[src/rtl/sdclk_pkg.sv]
package sdclk_pkg;
  localparam int unsigned DIV_W_DEF    = 10;
  localparam int unsigned SETTLE_DEF   = 4;
  localparam int unsigned REF_HZ_DEF   = 96_000_000;
  localparam int unsigned HZ_W         = 32;
endpackage

[src/rtl/sdclk_divcnt.sv]
module sdclk_divcnt #(
  parameter int unsigned DIV_W = sdclk_pkg::DIV_W_DEF
) (
  input  logic             clk,
  input  logic             rst_n,
  input  logic             run_en,
  input  logic [DIV_W-1:0] div_in,
  output logic             start_p,
  output logic             run_q,
  output logic [DIV_W-1:0] div_lat,
  output logic             bypass,
  output logic             phase_q
);
  logic [DIV_W-1:0] cnt;
  logic [DIV_W-1:0] half;
  logic [DIV_W-1:0] last;

  assign start_p = run_en & ~run_q;
  assign bypass  = (div_lat < DIV_W'(2));
  assign half    = div_lat >> 1;
  assign last    = div_lat - DIV_W'(1);

  always_ff @(posedge clk or negedge rst_n) begin
    if (!rst_n) begin
      run_q   <= 1'b0;
      div_lat <= '0;
      cnt     <= '0;
      phase_q <= 1'b0;
    end else begin
      run_q <= run_en;
      if (!run_en) begin
        cnt     <= '0;
        phase_q <= 1'b0;
      end else if (start_p) begin
        div_lat <= div_in;
        cnt     <= '0;
        phase_q <= 1'b0;
      end else if (!bypass) begin
        cnt     <= (cnt == last) ? '0 : cnt + DIV_W'(1);
        phase_q <= (cnt < half);
      end else begin
        phase_q <= 1'b0;
      end
    end
  end
endmodule

[src/rtl/sdclk_settle.sv]
module sdclk_settle #(
  parameter int unsigned SETTLE = sdclk_pkg::SETTLE_DEF
) (
  input  logic clk,
  input  logic rst_n,
  input  logic run_en,
  input  logic run_q,
  input  logic start_p,
  output logic stable
);
  localparam int unsigned TW = $clog2(SETTLE + 1);
  localparam logic [TW-1:0] LIMIT = TW'(SETTLE);

  logic [TW-1:0] tcnt;

  always_ff @(posedge clk or negedge rst_n) begin
    if (!rst_n) begin
      tcnt <= '0;
    end else if (!run_en || start_p) begin
      tcnt <= '0;
    end else if (tcnt != LIMIT) begin
      tcnt <= tcnt + TW'(1);
    end
  end

  assign stable = run_en & run_q & (tcnt == LIMIT);
endmodule

[src/rtl/sdclk_gate.sv]
module sdclk_gate (
  input  logic clk,
  input  logic rst_n,
  input  logic want,
  input  logic phase_q,
  input  logic bypass,
  output logic gate_div,
  output logic card_clk
);
  logic gate_byp;

  always_ff @(posedge clk or negedge rst_n) begin
    if (!rst_n) begin
      gate_div <= 1'b0;
    end else if (!phase_q) begin
      gate_div <= want;
    end
  end

  always_ff @(negedge clk or negedge rst_n) begin
    if (!rst_n) begin
      gate_byp <= 1'b0;
    end else begin
      gate_byp <= want;
    end
  end

  assign card_clk = bypass ? (clk & gate_byp) : (phase_q & gate_div);
endmodule

[src/rtl/sdclk_divcalc.sv]
module sdclk_divcalc #(
  parameter int unsigned REF_HZ = sdclk_pkg::REF_HZ_DEF,
  parameter int unsigned DIV_W  = sdclk_pkg::DIV_W_DEF
) (
  input  logic [sdclk_pkg::HZ_W-1:0] target_hz,
  output logic [DIV_W-1:0]           div_out
);
  localparam int unsigned HW = sdclk_pkg::HZ_W;
  localparam logic [HW-1:0] REF_V   = HW'(REF_HZ);
  localparam logic [HW-1:0] MAX_DIV = HW'((1 << DIV_W) - 1);

  logic [HW-1:0] quo;
  logic [HW-1:0] back;
  logic [HW-1:0] adj;

  always_comb begin
    quo  = '0;
    back = '0;
    adj  = '0;
    if (target_hz != '0) begin
      quo  = REF_V / target_hz;
      back = (quo != '0) ? (REF_V / quo) : '0;
      adj  = (quo != '0 && back > target_hz) ? quo + HW'(1) : quo;
    end
    div_out = (adj > MAX_DIV) ? MAX_DIV[DIV_W-1:0] : adj[DIV_W-1:0];
  end
endmodule

[src/rtl/sdclk_gen.sv]
module sdclk_gen #(
  parameter int unsigned DIV_W  = sdclk_pkg::DIV_W_DEF,
  parameter int unsigned SETTLE = sdclk_pkg::SETTLE_DEF,
  parameter int unsigned REF_HZ = sdclk_pkg::REF_HZ_DEF
) (
  input  logic                       ref_clk,
  input  logic                       rst_n,
  input  logic                       ice_en,
  input  logic                       card_en,
  input  logic [DIV_W-1:0]           div_val,
  output logic                       clk_stable,
  output logic                       card_clk,
  input  logic [sdclk_pkg::HZ_W-1:0] calc_target_hz,
  output logic [DIV_W-1:0]           calc_div
);
  logic             start_p;
  logic             run_q;
  logic [DIV_W-1:0] div_lat;
  logic             bypass;
  logic             phase_q;
  logic             gate_div;
  logic             want;

  sdclk_divcnt #(.DIV_W(DIV_W)) u_cnt (
    .clk(ref_clk), .rst_n(rst_n), .run_en(ice_en), .div_in(div_val),
    .start_p(start_p), .run_q(run_q), .div_lat(div_lat),
    .bypass(bypass), .phase_q(phase_q)
  );

  sdclk_settle #(.SETTLE(SETTLE)) u_settle (
    .clk(ref_clk), .rst_n(rst_n), .run_en(ice_en), .run_q(run_q),
    .start_p(start_p), .stable(clk_stable)
  );

  assign want = card_en & clk_stable;

  sdclk_gate u_gate (
    .clk(ref_clk), .rst_n(rst_n), .want(want), .phase_q(phase_q),
    .bypass(bypass), .gate_div(gate_div), .card_clk(card_clk)
  );

  sdclk_divcalc #(.REF_HZ(REF_HZ), .DIV_W(DIV_W)) u_calc (
    .target_hz(calc_target_hz), .div_out(calc_div)
  );
endmodule

[config.mk]
export PLATFORM = sky130hd
export DESIGN_NAME = sdclk_gen
export DESIGN_NICKNAME = d
export VERILOG_FILES = /design/src/rtl/sdclk_pkg.sv /design/src/rtl/sdclk_divcnt.sv /design/src/rtl/sdclk_settle.sv /design/src/rtl/sdclk_gate.sv /design/src/rtl/sdclk_divcalc.sv /design/src/rtl/sdclk_gen.sv
export SDC_FILE = /design/constraint.sdc
export NUM_CORES = 2
export LEC_CHECK = 0
export BUFFER_PORTS_ARGS = -buffer_cell sky130_fd_sc_hd__buf_2
export CAP_MARGIN = 5
export CORE_MARGIN = 5
export CORE_UTILIZATION = 45
export DETAILED_ROUTE_END_ITERATION = 10
export HOLD_SLACK_MARGIN = 0.15
export PLACE_DENSITY = 0.57
export SYNTH_ARGS = -nofsm -noshare
export SYNTH_HDL_FRONTEND = slang
export SYNTH_HIERARCHICAL = 1
export SYNTH_SLANG_ARGS = --single-unit
[constraint.sdc]
create_clock -name ref_clk -period 543.8 [get_ports ref_clk]
set_clock_uncertainty 0.05 [all_clocks]
set_input_delay 163.14 -clock ref_clk [delete_from_list [all_inputs] [get_ports ref_clk]]
set_output_delay 163.14 -clock ref_clk [all_outputs]
set_load 0.01 [all_outputs]
# [Word-level counts from Yosys, hierarchy flattened]
# Cells that the tools add are included.
[word_totals] out_inout_bits=12 in_bits=46 ff_bits=27 elab_cells=49
[classes] bitwise=7 order_cmp=4 n_reduce_logical=7 eq_ne=4 addsub=4 div_mod_pow=2 mux=14
[op_table] operator="two-way mux 32 bit" count=3
[op_table] operator="divider 27 x 32 -> 32 bit (first input constant)" count=2
[op_table] operator="nonzero test 32 bit" count=2
[op_table] operator="two-way mux 10 bit" count=5
[op_table] operator="adder 32 x 1 -> 32 bit (second input constant)" count=1
[op_table] operator="greater-than comparator 32 x 10 -> 1 bit (second input constant)" count=1
[op_table] operator="greater-than comparator 32 bit" count=1
[op_table] operator="adder 10 x 1 -> 10 bit (second input constant)" count=1
[op_table] operator="== test 10 bit" count=1
[op_table] operator="less-than comparator 10 x 2 -> 1 bit (second input constant)" count=1
[op_table] operator="less-than comparator 10 x 9 -> 1 bit" count=1
[op_table] operator="subtractor 10 x 1 -> 10 bit (second input constant)" count=1
[op_table] operator="AND 1 bit" count=6
[op_table] operator="two-way mux 3 bit" count=2
[op_table] operator="inequality test 3 bit (second input constant)" count=2
[op_table] operator="two-way mux 1 bit" count=4
[op_table] operator="adder 3 x 1 -> 3 bit (second input constant)" count=1
[op_table] operator="== test 3 bit (second input constant)" count=1
[op_table] operator="AND reduction 2 bit" count=1
[op_table] operator="nonzero test 2 bit" count=1
[op_table] operator="logical AND 1 bit" count=1
[op_table] operator="logical NOT 1 bit" count=1
[op_table] operator="logical OR 1 bit" count=1
[op_table] operator="inverter 1 bit" count=1

# [Logic depth before layout (Yosys ltp)]
[logic_depth] ltp_word=9 ltp_mapped=788 ltp_nobuf=720

# [Hierarchy]
# Netlist, hierarchy kept.
[modules_own_cells] module="sdclk_divcalc" cells_each=9541 seq_area_each_um2=0.0 instances=1 area_each_um2=62960.4
[modules_own_cells] module="sdclk_divcnt" cells_each=170 seq_area_each_um2=550.5 instances=1 area_each_um2=1534.0
[modules_own_cells] module="sdclk_settle" cells_each=18 seq_area_each_um2=75.1 instances=1 area_each_um2=183.9
[modules_own_cells] module="sdclk_gate" cells_each=7 seq_area_each_um2=50.0 instances=1 area_each_um2=72.6
[modules_own_cells] module="sdclk_gen" cells_each=1 seq_area_each_um2=0.0 instances=1 area_each_um2=6.3

==> results.py <==
metrics = {
    "outcome": {
        "outcome": "finished, final reports clean",
    },
    "timing": {
        "post-route-period-util": 0.940,
        "worst_slew_pin_slew_ps": 1340,
        "slew_violations": 0,
        "hold_viol": 0,
        "min_period_ps": 510940,
        "fmax_ghz": 0.00196,
        "setup_ws_ps": 32860,
        "setup_viol": 0,
        "slew_headroom": 0.0975,
        "tns_ps": 0,
        "rsz0062_at_grt": "false",
    },
    "place": {
        "io_buffers": 57,
        "dp_cells": 11600,
        "place.gp.congestion": 1.07,
        "placed_cell_area_um2": 67600,
        "dpl_worst_slack_ps": 38900,
        "hpwl_um": 245000,
    },
    "detailed_routing": {
        "dr.pass1.iters": 6,
        "detail-route-antenna-nets": 0,
        "vias": 78100,
        "drtIter0Drc": 9486,
        "vias_per_cell": 6.74,
        "drt-total-wl_um": 307000,
        "drc": 0,
        "wl_per_cell_um": 26.6,
    },
    "floorplan": {
        "io_pins": 58,
        "row_count": 139,
        "die-height_um": 389,
        "die_area_um2": 152000,
        "start_util": 0.452,
        "core_area_um2": 143000,
        "die_w_um": 389,
    },
    "finish": {
        "layout_common_cells": "nor2_1, ha_1, nand2_1",
        "final_common_cell": "nor2_1",
        "layout.nets": 10800,
        "post-route-cell-area_um2": 67800,
        "final_cells": 11600,
        "drive_gt1_frac": 0.0669,
        "area_growth_pct": 4.68,
        "nFillCells": 15000,
    },
    "worst_setup_path": {
        "cpPeakStageDelay_ps": 1110,
        "crit_buf_inv": 89,
        "cp-start-kind": "primary input",
        "worst-path-max-fanout": 47,
        "end_kind": "output port",
        "critPathKind": "primary input to output port",
        "cpMaxStageDelayCell": "o31ai_1",
        "cp.arrival_ps": 347750,
        "cp_top_family": "compound AO/OA/AOI/OAI gates",
        "cp_data_required_time_ps": 380610,
    },
    "hold_path": {
        "hp-class": "flop to flop",
    },
    "logic_synthesis": {
        "syn_area_um2": 64800,
        "synth_cell_types": 126,
        "yosysSeqAreaShare": 0.0104,
        "synth_flop_cell": "dfrtp_1",
        "syn_area_per_cell_um2": 6.65,
        "synth_edf_count": 0,
        "ys_ff_latch": 27,
        "synthCells": 9737,
        "syn_nets": 10800,
        "ys_warn_count": 6,
        "async_flop_share": 1.00,
    },
    "clocking": {
        "cts_tree": "yes",
        "holdBufCountCts": 0,
        "cts_resized": 0,
        "clkTransAtPathRegs_ps": 60,
        "clock_latency_ps": 380,
        "postCtsSetupRepairBufs": 0,
    },
    "global_route": {
        "grt_first_pass_wirelength_um": 449000,
        "gr-total-overflow": 0,
        "track_usage": 0.379,
        "grt_antenna_before_repair": 22,
        "grt_pass1_vias": 71700,
        "grt_max_degree": 49,
    },
    "run": {
        "drv_cap": 0,
    },
}
## worst paths after layout
path	start	to	slack, ps	depth (start not counted)
max	calc_target_hz[15]	calc_div[1]	32860	1013
min	u_cnt/phase_q	u_gate/gate_div	410	1
max reg2reg	u_settle/tcnt[0]	u_gate/gate_byp	270630	4
min reg2reg	u_cnt/phase_q	u_gate/gate_div	410	1
max in group asynchronous	rst_n	u_gate/gate_byp	108800	1
min in group asynchronous	rst_n	u_cnt/div_lat[4]	162720	1
## layout make-up
| type | count | area [µm²] | share of cell area |
|---|---|---|---|
| Sequential cell | 27 | 676 | 0.00997 |
| Timing Repair Buffer | 219 | 1510 | 0.0222 |
| Clock inverter | 1 | 5.00 | 0.0000738 |
| Tap cell | 1903 | 2380 | 0.0351 |
| Clock buffer | 7 | 155 | 0.00229 |
| Multi-Input combinational cell | 8952 | 61300 | 0.904 |
| Antenna cell | 10 | 25.0 | 0.000369 |
| Inverter | 460 | 1730 | 0.0255 |
## kinds of logic after synthesis
group / share of synthesized area
flops: 0.0104
compound gates: 0.354
buf+inv: 0.0450
other cells: 0.0000579
mux: 0.0367
simple gates: 0.258
fa+ha+maj: 0.201
xor+xnor: 0.0954
## metrics by stage
step / hold WS, ps / utilization
after detailed placement: 406 / 0.472
after global routing: 452 / 0.473
after global placement: 399 / 0.472
after floorplan: 385 / -
after CTS: 419 / 0.473
final: 409 / 0.473
## synth_stat cells (42+ instances only)
cell	instances	area (µm²)
a211oi_1	112	841
a21boi_0	51	383
a21o_1	382	2870
a21oi_1	905	4530
a31oi_1	161	1010
and2_1	96	601
and3_1	111	694
clkbuf_1	227	852
ha_1	1038	13000
inv_1	444	1670
mux2_2	166	1870
mux2i_1	48	480
nand2_1	989	3710
nand2b_1	138	863
nand3_1	230	1150
nand4_1	130	813
nor2_1	1072	4020
nor2b_1	100	626
nor3_1	261	1310
nor4_1	51	319
o211ai_1	108	811
o21a_1	279	2090
o21ai_0	665	3330
o21bai_1	102	766
o31a_1	42	368
o31ai_1	106	796
or2_2	71	444
or3_1	98	613
xnor2_1	456	3990
xor2_1	249	2180
## sequential cells by signal (all words and copies together), names as in the netlist
register / cells
u_gate/gate_div: 1
u_cnt/run_q: 1
u_cnt/div_lat: 10
u_cnt/phase_q: 1
u_gate/gate_byp: 1
u_settle/tcnt: 3
u_cnt/cnt: 10
## routing by layer
| metal | wire length (µm) | track usage |
|---|---|---|
| met3 | 33100 | 0.0745 |
| met1 | 127000 | 0.501 |
| met4 | 19400 | 0.196 |
| met2 | 128000 | 0.582 |
| met5 | 93 | 0 |
Power is left out: the tool's default activity adds up to more than one toggle a clock period on the data nets, which glitch-free logic cannot reach.
